## src/rtl/ih_ring_pkg.sv

```systemverilog
package ih_ring_pkg;

  localparam int VEC_BYTES  = 16;
  localparam int VEC_DWORDS = 4;

  typedef struct packed {
    logic [7:0]  src_id;
    logic [27:0] src_data;
    logic [7:0]  ring_id;
    logic [7:0]  vmid;
    logic [15:0] pasid;
  } ih_vec_t;

endpackage

```

## src/rtl/ih_wptr_eval.sv

```systemverilog
module ih_wptr_eval
  import ih_ring_pkg::*;
#(
  parameter int RING_LOG2 = 8
) (
  input  logic [RING_LOG2-1:0] raw,
  output logic [RING_LOG2-1:0] wp,
  output logic                 ovf,
  output logic [RING_LOG2-1:0] resume
);

  // flag sits in bit 0; vectors are 16-byte aligned so the bit is free
  assign ovf    = raw[0];
  assign wp     = {raw[RING_LOG2-1:1], 1'b0};
  // first slot not yet overwritten; width truncation applies the ring mask
  assign resume = wp + RING_LOG2'(VEC_BYTES);

endmodule

```

## src/rtl/ih_vec_fetch.sv

```systemverilog
module ih_vec_fetch
  import ih_ring_pkg::*;
#(
  parameter  int RING_LOG2 = 8,
  localparam int AW        = RING_LOG2 - 2
) (
  input  logic          clk,
  input  logic          rst,
  input  logic          start,
  input  logic [AW-1:0] base_idx,
  output logic          mem_rd_en,
  output logic [AW-1:0] mem_rd_addr,
  input  logic [31:0]   mem_rd_data,
  output logic          done,
  output ih_vec_t       vec
);

  localparam int CW = $clog2(VEC_DWORDS);

  logic          busy;
  logic [CW-1:0] cnt;
  logic          cap_vld;
  logic [CW-1:0] cap_idx;

  always_ff @(posedge clk) begin
    if (rst) begin
      busy    <= 1'b0;
      cnt     <= '0;
      cap_vld <= 1'b0;
      cap_idx <= '0;
    end else begin
      if (start) begin
        busy <= 1'b1;
        cnt  <= '0;
      end else if (busy) begin
        cnt <= cnt + 1'b1;
        if (cnt == CW'(VEC_DWORDS - 1)) busy <= 1'b0;
      end
      cap_vld <= busy;
      cap_idx <= cnt;
    end
  end

  // data returns one cycle after each strobe; last dword carries no field
  always_ff @(posedge clk) begin
    if (cap_vld) begin
      case (cap_idx)
        CW'(0): vec.src_id   <= mem_rd_data[7:0];
        CW'(1): vec.src_data <= mem_rd_data[27:0];
        CW'(2): begin
          vec.ring_id <= mem_rd_data[7:0];
          vec.vmid    <= mem_rd_data[15:8];
          vec.pasid   <= mem_rd_data[31:16];
        end
        default: ;
      endcase
    end
  end

  assign mem_rd_en   = busy;
  assign mem_rd_addr = base_idx + AW'(cnt);
  assign done        = cap_vld && (cap_idx == CW'(VEC_DWORDS - 1));

  // the four reads of one vector hit consecutive dword indices
  a_r3_consecutive_reads: assert property (@(posedge clk) disable iff (rst)
    (mem_rd_en && cnt != CW'(VEC_DWORDS - 1)) |=>
      (mem_rd_en && mem_rd_addr == $past(mem_rd_addr) + AW'(1)));

endmodule

```

## src/rtl/ih_ring_reader.sv

```systemverilog
module ih_ring_reader
  import ih_ring_pkg::*;
#(
  parameter  int PTR_W     = 32,
  parameter  int RING_LOG2 = 8,
  localparam int AW        = RING_LOG2 - 2
) (
  input  logic             clk,
  input  logic             rst,
  input  logic             kick,
  input  logic             cfg_use_doorbell,
  input  logic [PTR_W-1:0] wptr_in,
  output logic             mem_rd_en,
  output logic [AW-1:0]    mem_rd_addr,
  input  logic [31:0]      mem_rd_data,
  output logic             out_valid,
  input  logic             out_ready,
  output logic [7:0]       out_src_id,
  output logic [27:0]      out_src_data,
  output logic [7:0]       out_ring_id,
  output logic [7:0]       out_vmid,
  output logic [15:0]      out_pasid,
  output logic             db_wr,
  output logic             reg_wr,
  output logic [PTR_W-1:0] rptr_pub,
  output logic             ovf_clr
);

  typedef enum logic [2:0] {S_IDLE, S_SAMPLE, S_CMP, S_FETCH, S_OUT} st_t;

  st_t                  state;
  logic [RING_LOG2-1:0] rptr_q;
  logic [RING_LOG2-1:0] wp_q;
  logic                 pub_done;
  ih_vec_t              out_vec;

  logic [RING_LOG2-1:0] wp_now;
  logic [RING_LOG2-1:0] resume_ptr;
  logic                 ovf_now;
  logic                 fetch_start;
  logic                 fetch_done;
  ih_vec_t              fetch_vec;
  logic                 unused_wp_hi;

  assign unused_wp_hi = ^wptr_in[PTR_W-1:RING_LOG2];

  ih_wptr_eval #(.RING_LOG2(RING_LOG2)) u_eval (
    .raw    (wptr_in[RING_LOG2-1:0]),
    .wp     (wp_now),
    .ovf    (ovf_now),
    .resume (resume_ptr)
  );

  assign fetch_start = (state == S_CMP) && (rptr_q != wp_q);

  ih_vec_fetch #(.RING_LOG2(RING_LOG2)) u_fetch (
    .clk         (clk),
    .rst         (rst),
    .start       (fetch_start),
    .base_idx    (rptr_q[RING_LOG2-1:2]),
    .mem_rd_en   (mem_rd_en),
    .mem_rd_addr (mem_rd_addr),
    .mem_rd_data (mem_rd_data),
    .done        (fetch_done),
    .vec         (fetch_vec)
  );

  always_ff @(posedge clk) begin
    if (rst) begin
      state     <= S_IDLE;
      rptr_q    <= '0;
      wp_q      <= '0;
      pub_done  <= 1'b0;
      out_valid <= 1'b0;
      out_vec   <= '0;
      db_wr     <= 1'b0;
      reg_wr    <= 1'b0;
      rptr_pub  <= '0;
      ovf_clr   <= 1'b0;
    end else begin
      db_wr   <= 1'b0;
      reg_wr  <= 1'b0;
      ovf_clr <= 1'b0;
      unique case (state)
        S_IDLE: if (kick) begin
          pub_done <= 1'b0;
          state    <= S_SAMPLE;
        end
        S_SAMPLE: begin
          wp_q <= wp_now;
          if (ovf_now) begin
            rptr_q  <= resume_ptr;
            ovf_clr <= 1'b1;
          end
          state <= S_CMP;
        end
        S_CMP: begin
          if (rptr_q == wp_q) begin
            if (!pub_done) begin
              db_wr    <= cfg_use_doorbell;
              reg_wr   <= !cfg_use_doorbell;
              rptr_pub <= PTR_W'(rptr_q);
              pub_done <= 1'b1;
              state    <= S_SAMPLE;
            end else begin
              state <= S_IDLE;
            end
          end else begin
            state <= S_FETCH;
          end
        end
        S_FETCH: if (fetch_done) begin
          out_valid <= 1'b1;
          out_vec   <= fetch_vec;
          rptr_q    <= rptr_q + RING_LOG2'(VEC_BYTES);
          pub_done  <= 1'b0;
          state     <= S_OUT;
        end
        S_OUT: if (out_ready) begin
          out_valid <= 1'b0;
          state     <= S_CMP;
        end
        default: state <= S_IDLE;
      endcase
    end
  end

  assign out_src_id   = out_vec.src_id;
  assign out_src_data = out_vec.src_data;
  assign out_ring_id  = out_vec.ring_id;
  assign out_vmid     = out_vec.vmid;
  assign out_pasid    = out_vec.pasid;

  // stalled vector stays put
  a_r5_hold_stalled: assert property (@(posedge clk) disable iff (rst)
    (out_valid && !out_ready) |=> (out_valid && $stable(out_vec)));

  // no fetch while the output holds a vector
  a_r5_no_fetch_stalled: assert property (@(posedge clk) disable iff (rst)
    out_valid |-> !mem_rd_en);

  // publish goes on exactly one path
  a_r9_one_path: assert property (@(posedge clk) disable iff (rst)
    !(db_wr && reg_wr));

  // overflow-clear request is single-cycle
  a_r8_single_pulse: assert property (@(posedge clk) disable iff (rst)
    ovf_clr |=> !ovf_clr);

  // idle means nothing in flight
  a_r10_idle_quiet: assert property (@(posedge clk) disable iff (rst)
    (state == S_IDLE) |-> (!out_valid && !mem_rd_en));

endmodule

```

## config.mk

```make
export PLATFORM = sky130hd
export DESIGN_NAME = ih_ring_reader
export DESIGN_NICKNAME = d
export VERILOG_FILES = /design/src/rtl/ih_ring_pkg.sv /design/src/rtl/ih_wptr_eval.sv /design/src/rtl/ih_vec_fetch.sv /design/src/rtl/ih_ring_reader.sv
export SDC_FILE = /design/constraint.sdc
export NUM_CORES = 1
export LEC_CHECK = 0
export BUFFER_PORTS_ARGS = -buffer_cell sky130_fd_sc_hd__buf_2
export CORE_ASPECT_RATIO = 1.4
export CORE_UTILIZATION = 35
export DETAILED_ROUTE_END_ITERATION = 16
export SLEW_MARGIN = 20
export SYNTH_ARGS = -nofsm -noshare
export SYNTH_HDL_FRONTEND = slang
export SYNTH_SLANG_ARGS = --single-unit
export TNS_END_PERCENT = 10
```

## constraint.sdc

```tcl
create_clock -name clk -period 4.45 [get_ports clk]
set_clock_uncertainty 0.1 [all_clocks]
set_input_delay 0.2225 -clock clk [delete_from_list [all_inputs] [get_ports clk]]
set_output_delay 0.2225 -clock clk [all_outputs]
set_load 0.005 [all_outputs]
```

==> impl_metrics.toml, run 1 <==
[status]
status = "finished clean"

[sta]
tns_ps = 0
hold_violations = 0
fmax_mhz = 403
fin_crit_ps = 2480
rsz0062_at_grt = "no"
hold_ws_ps = 40.9
tightest_slew_ps = 1010
setup_viol_count_final = 0
slew_headroom_pct = 32.8
drv_slew = 0
finalCritPeriodShare_pct = 55.7
setup_slack_ps = 1970

[placed_design]
preCtsSetupSlack_ps = 2010
placed_cells = 920
dpl_cell_area_um2 = 7070
routabilityCongestion = 0.758
hpwl_mm = 8.92
port-buffer-count = 130

[power_and_ir_drop]
pwr_density_cell_nw_per_um2 = 403
switching_share_pct = 23.3
p_seq_share_pct = 51.9
peakVddDrop_mv = 0.210
power_mw = 3.23
p_leak_nw = 3.16
internal-power_mw = 2.47
switching_power_mw = 0.753
p_comb_share_pct = 5.9
p_clk_share_pct = 42.2

[critical_path]
cp_num_buf_inv = 1
cp-end-kind = "register"
slowest_delay_ps = 650
worstPathArrival_ps = 2720
worst_path_max_delay_cell = "nor2_4"
path_cells = "nand3b_1, nor2_4, buf_4, nand2_1, a21oi_1"
reg2reg_from = "state[1]"
cp.required_ps = 4690
worstSetupPathType = "register to register"
cp-startpoint = "state[1]"
cp-start-kind = "register"
crit_family = "simple AND/OR/NAND/NOR gates"
crit_fanout = 25

[clocking]
cts_resized = 0
cts_setup_buffers = 0
cts_num_sinks = 171
cts-hold-fix-buffers = 40
clk_latency_ps = 430
clk_pin_slew_ps = 70
h-tree-depth = 4
root_buffer = "clkbuf_16"
cts.path.max_buffers = 2
tritoncts = "done"
cts_buffers = 17

[floorplan]
num_rows = 57
core_area_um2 = 17500
io_pins = 180
die_h_um = 161
die_w_um = 116
start_util_pct = 36.1
dieArea_um2 = 18700

[synth]
ys_seq_area_share_pct = 64.7
synth_flop_cell = "dfxtp_1"
synth_area_um2 = 6340
netlist.area_leader.share_pct = 32.5
synth_top_area_cell = "dfxtp_1"
synth_warnings = 0
yosysMostFrequentCell = "nand2_1"
synthArstFlopShare_pct = 0
synth_common_cells = "nand2_1 (151), dfxtp_1 (103), a21oi_1 (77)"
synth_seq_cells = 171
netlist_instances = 587
ys_top_cells_by_area = "dfxtp_1 (33%), edfxtp_1 (32%), nand2_1 (8.9%)"
synth.distinct_cells = 49
synth.avg_cell_area_um2 = 10.8
synth_edf_count = 68

[detailed_routing]
route.detailed.drc = 0
vias_per_cell = 4.64
routed-via-count = 4598
wl_per_cell_um = 14.2
initialDrtViolationCount = 177
dr.pass1.iters = 5
drt_wl_total_mm = 14.0
ant_nets = 0

[hold_path]
hold_path_class = "primary input to register"
worstHoldStart = "wptr_in[0]"

[grt]
grt_pass1_vias = 4591
grt_start_max_net_pins = 110
grt_antenna_before_repair = 0
grt_first_pass_wirelength_mm = 22.5
grt.total_usage_pct = 15.8
grt_overflow = 0

[layout]
fin_nets = 817
drive_gt1_share_pct = 23.5
post-route-util_pct = 45.6
design_area_um2 = 8010
fin_cells = 992
area_growth_pct = 26.3
diodes = 0

[run]
drv_cap = 0
[layout by cell type, fill, tap and decap left out, drive strengths merged, types with 4 or more instances in the layout]
cell type    count
a21o             4
a21oi           77
buf            133
clkbuf          19
clkinv           6
conb            25
dfxtp          103
dlygate4sd3     40
edfxtp          68
ha               4
inv             13
mux2i           16
nand2          151
nand2b          17
nand3            7
nor2            19
nor3             6
xor2            10
[power groups by stage]
stage | clock [mW] | combinational, mW | sequential, mW
after floorplan | 0 | 0.139 | 1.69
after global placement | 0 | 0.160 | 1.71
after detailed placement | 0 | 0.164 | 1.71
after CTS | 1.40 | 0.193 | 1.67
after global routing | 1.46 | 0.214 | 1.68
final | 1.36 | 0.191 | 1.67
[metal layers]
| layer | track usage, % | up-vias | wire length (um) |
|---|---|---|---|
| li1 | - | 2236 | - |
| met1 | 17.7 | 2211 | 5860 |
| met2 | 27.7 | 130 | 7260 |
| met3 | 4.02 | 21 | 588 |
| met4 | 7.69 | 0 | 335 |
| met5 | 0 | - | 0 |
[state kept, by name, indices dropped and copies added (netlist names), 2 cells and up]
name and flops:
out_vmid 8, out_ring_id 8, out_pasid 16, rptr_pub 7, out_src_id 8, u_fetch.vec 68, u_fetch.cnt 2, out_src_data 28
wp_q 7, rptr_q 7, state 3, u_fetch.cap_idx 2
[logic make-up (layout without fill, tap and decap cells)]
| logic type | after synthesis | count (layout) | synth area share, % |
|---|---|---|---|
| adders and majority gates | 5 | 5 | 1.11 |
| xor gates and xnor gates | 13 | 13 | 1.80 |
| AOI/OAI and AO/OA | 94 | 94 | 8.11 |
| DFF | 171 | 171 | 64.7 |
| and+or+nand+nor | 218 | 218 | 15.3 |
| muxes | 18 | 18 | 2.88 |
| buffers and inverters | 67 | 212 | 6.00 |
| other | 1 | 25 | 0.0591 |
[final timing paths]
kind                      endpoint  slack (ps)  cells after the start
hold reg to reg   out_src_data[22]         350                      2
setup / recovery       out_vmid[7]        1970                      5
setup reg to reg       out_vmid[7]        1970                      5
hold / removal           rptr_q[2]          40                      3
[worst register-to-register path: cells and delay by family (launching register included)]
kind	cells	cell delay, ps
simple gates	3	1170
flops	1	580
buf+inv	1	400
compound gates	1	140
[layout make-up]
type | count | area [um^2]
Timing Repair Buffer | 173 | 1080
Tap cell | 236 | 295
Clock inverter | 13 | 91.3
Inverter | 7 | 26.3
Multi-Input combinational cell | 373 | 1970
Sequential cell | 171 | 4100
Clock buffer | 19 | 443
Fill cell | 1668 | 9540
No activity file was read; power rests on OpenSTA's default activity.
==> run 2, diff against run 1 <==
--- a/config.mk
+++ b/config.mk
@@ -5,6 +5,7 @@
 export SDC_FILE = /design/constraint.sdc
 export NUM_CORES = 1
 export LEC_CHECK = 0
+export ABC_AREA = 1
 export BUFFER_PORTS_ARGS = -buffer_cell sky130_fd_sc_hd__buf_2
 export CORE_ASPECT_RATIO = 1.4
 export CORE_UTILIZATION = 35
==> constraint.sdc (replaced) <==
create_clock -name clk -period 2.29 [get_ports clk]
set_clock_uncertainty 0.1 [all_clocks]
set_input_delay 0.1145 -clock clk [delete_from_list [all_inputs] [get_ports clk]]
set_output_delay 0.1145 -clock clk [all_outputs]
set_load 0.005 [all_outputs]
==> run 2 against run 1 <==
  * Synthesized area is 0.30% higher
  * Global-route usage is 0.98 points lower
  * First-iteration DRC count up 20%
  * Non-clock buffer count grew 11
  * Combinational power grew to 4.9 times the previous value
  * Count of clock-buffer cells in the layout did not move
  * Sequential power rose by 110%
  * Via count shrank 2.8%
  * Synthesized cell count rose by 3.9%
  * Clock power increased by 120%
  * Sequential share of layout area fell by 1.0 points
  * Worst hold slack got worse by 4.3 ps
  * Critical path type is now register to output port
  * Critical endpoint is now mem_rd_addr[4]
  * Largest cell class unchanged
==> impl_metrics.toml, run 2 <==
[power_and_ir_drop]
power_mw = 7.30
pwr_density_cell_nw_per_um2 = 894
switching_power_mw = 1.93
p_comb_share_pct = 12.7
p_seq_share_pct = 47.1
peakVddDrop_mv = 0.437
p_clk_share_pct = 40.3
internal-power_mw = 5.37
p_leak_nw = 3.33
switching_share_pct = 26.5

[synth]
synthArstFlopShare_pct = 0
netlist_instances = 610
synth.distinct_cells = 34
synth_flop_cell = "dfxtp_1"
synth_edf_count = 68
synth_top_area_cell = "dfxtp_1"
synth_warnings = 0
synth_area_um2 = 6360
synth_seq_cells = 171
netlist.area_leader.share_pct = 32.4
ys_seq_area_share_pct = 64.5
yosysMostFrequentCell = "dfxtp_1"
ys_top_cells_by_area = "dfxtp_1 (32%), edfxtp_1 (32%), a21oi_1 (7.3%)"
synth.avg_cell_area_um2 = 10.4
synth_common_cells = "dfxtp_1 (103), a21oi_1 (93), inv_1 (89)"

[sta]
hold_violations = 0
setup_viol_count_final = 0
rsz0062_at_grt = "no"
finalCritPeriodShare_pct = 95.2
fmax_mhz = 459
tightest_slew_ps = 636
drv_slew = 0
fin_crit_ps = 2180
slew_headroom_pct = 57.6
tns_ps = 0

[layout]
fin_nets = 860
largest_reg_flops = 68
fillers = 1724
drive_gt1_share_pct = 23.7
area_growth_pct = 28.5
final_common_cell = "buf_2"
post-route-util_pct = 45.8
design_area_um2 = 8170
largest_register = "u_fetch.vec"
mostFrequentLayoutCells = "buf_2 (130), dfxtp_1 (101), a21oi_1 (93)"

[detailed_routing]
route.detailed.drc = 0
dr.pass1.iters = 4
initialDrtViolationCount = 213
drt_wl_total_mm = 13.2
wl_per_cell_um = 12.7
routed-via-count = 4471
ant_nets = 0
vias_per_cell = 4.29

[clocking]
cts_buffers = 17
h-tree-depth = 4
cts_num_sinks = 171
cts.path.max_buffers = 2
clk_pin_slew_ps = 70
cts_setup_buffers = 0
tritoncts = "done"
root_buffer = "clkbuf_16"
clk_latency_ps = 420

[critical_path]
cp-start-kind = "register"
cp-end-kind = "output port"
worstSetupPathType = "register to output port"
reg2reg_slack_ps = 310
cp.required_ps = 2080
crit_fanout = 4
worstPathArrival_ps = 1970

[placed_design]
dpl_cell_area_um2 = 7110
hpwl_mm = 8.91
routabilityCongestion = 0.778
port-buffer-count = 130

[floorplan]
start_util_pct = 35.6
num_rows = 58
dieArea_um2 = 18700
core_area_um2 = 17900
die_h_um = 161
io_pins = 180
die_w_um = 116

[run]
drv_cap = 0

[grt]
grt_pass1_vias = 4139
grt_start_max_net_pins = 68
grt.total_usage_pct = 14.9
grt_antenna_before_repair = 2
grt_first_pass_wirelength_mm = 20.7
grt_overflow = 0

[status]
status = "finished clean"

[hold_path]
hold_path_class = "primary input to register"
[run 2: worst paths after layout]
| path | from | end | cells past startpoint |
|---|---|---|---|
| hold / removal | kick | state[2] | 3 |
| hold reg to reg | out_src_data[23] | out_src_data[23] | 2 |
| setup reg to reg | state[0] | rptr_q[1] | 6 |
| setup / recovery | u_fetch.cnt[0] | mem_rd_addr[4] | 6 |
[run 2: critical path, stage by stage, from the launching register on]
cell and delay (ps):
dfxtp_2 370, ha_1 170, inv_1 60, fa_1 420
nor3_2 210, xor2_1 180, buf_2 140
[run 2: power groups by stage]
stage	registers [mW]	logic [mW]	clock network, mW
4_1_cts	3.43	0.938	3.03
3_5_place_dp	3.50	0.870	0
6_report	3.44	0.927	2.94
5_1_grt	3.45	1.06	3.16
3_3_place_gp	3.50	0.860	0
2_1_floorplan	3.47	0.653	0
[run 2: cell families after synthesis]
family	share of synthesized area, %
buf+inv	11.6
xor+xnor	0.964
fa+ha+maj	1.10
simple gates	6.98
flops	64.5
other cells	0.0590
compound gates	14.7
[run 2: per-stage QoR]
stage               std cells  hold WS, ps  worst slack [ps]
detailed placement        963          193               393
floorplan                 634         91.3              8.43
global route             1040         74.7              23.3
global placement          963          192               420
finish                   1041         36.5               109
CTS                      1039         21.9              3.60
[run 2: routing by layer]
| metal | share of wire (%) | vias to the layer above | GRT usage [%] |
|---|---|---|---|
| met4 | 2.4 | 0 | 7.23 |
| met2 | 51 | 120 | 25.8 |
| li1 | - | 2333 | - |
| met1 | 42 | 1998 | 16.3 |
| met5 | 0 | - | 0 |
| met3 | 4.5 | 20 | 4.39 |
[run 2: cell type report]
cell class                 instances  area (um^2)  area share, %
clock inverter                    13          153           1.87
multi-input combinational        319         1630           19.9
tap                              240          300           3.67
sequential                       171         4110           50.3
antenna                            2         5.00         0.0612
clock buffer                      19          454           5.56
timing repair buffer             184         1180           14.4
inverter                          93          349           4.27
[run 2: what timing repair did]
item / 4_1_cts / 5_1_grt
hold buffers: 44 / 0
resized for setup: 0 / 3
setup endpoints to repair: 0 / 1
endpoints found under the hold margin: 85 / 0
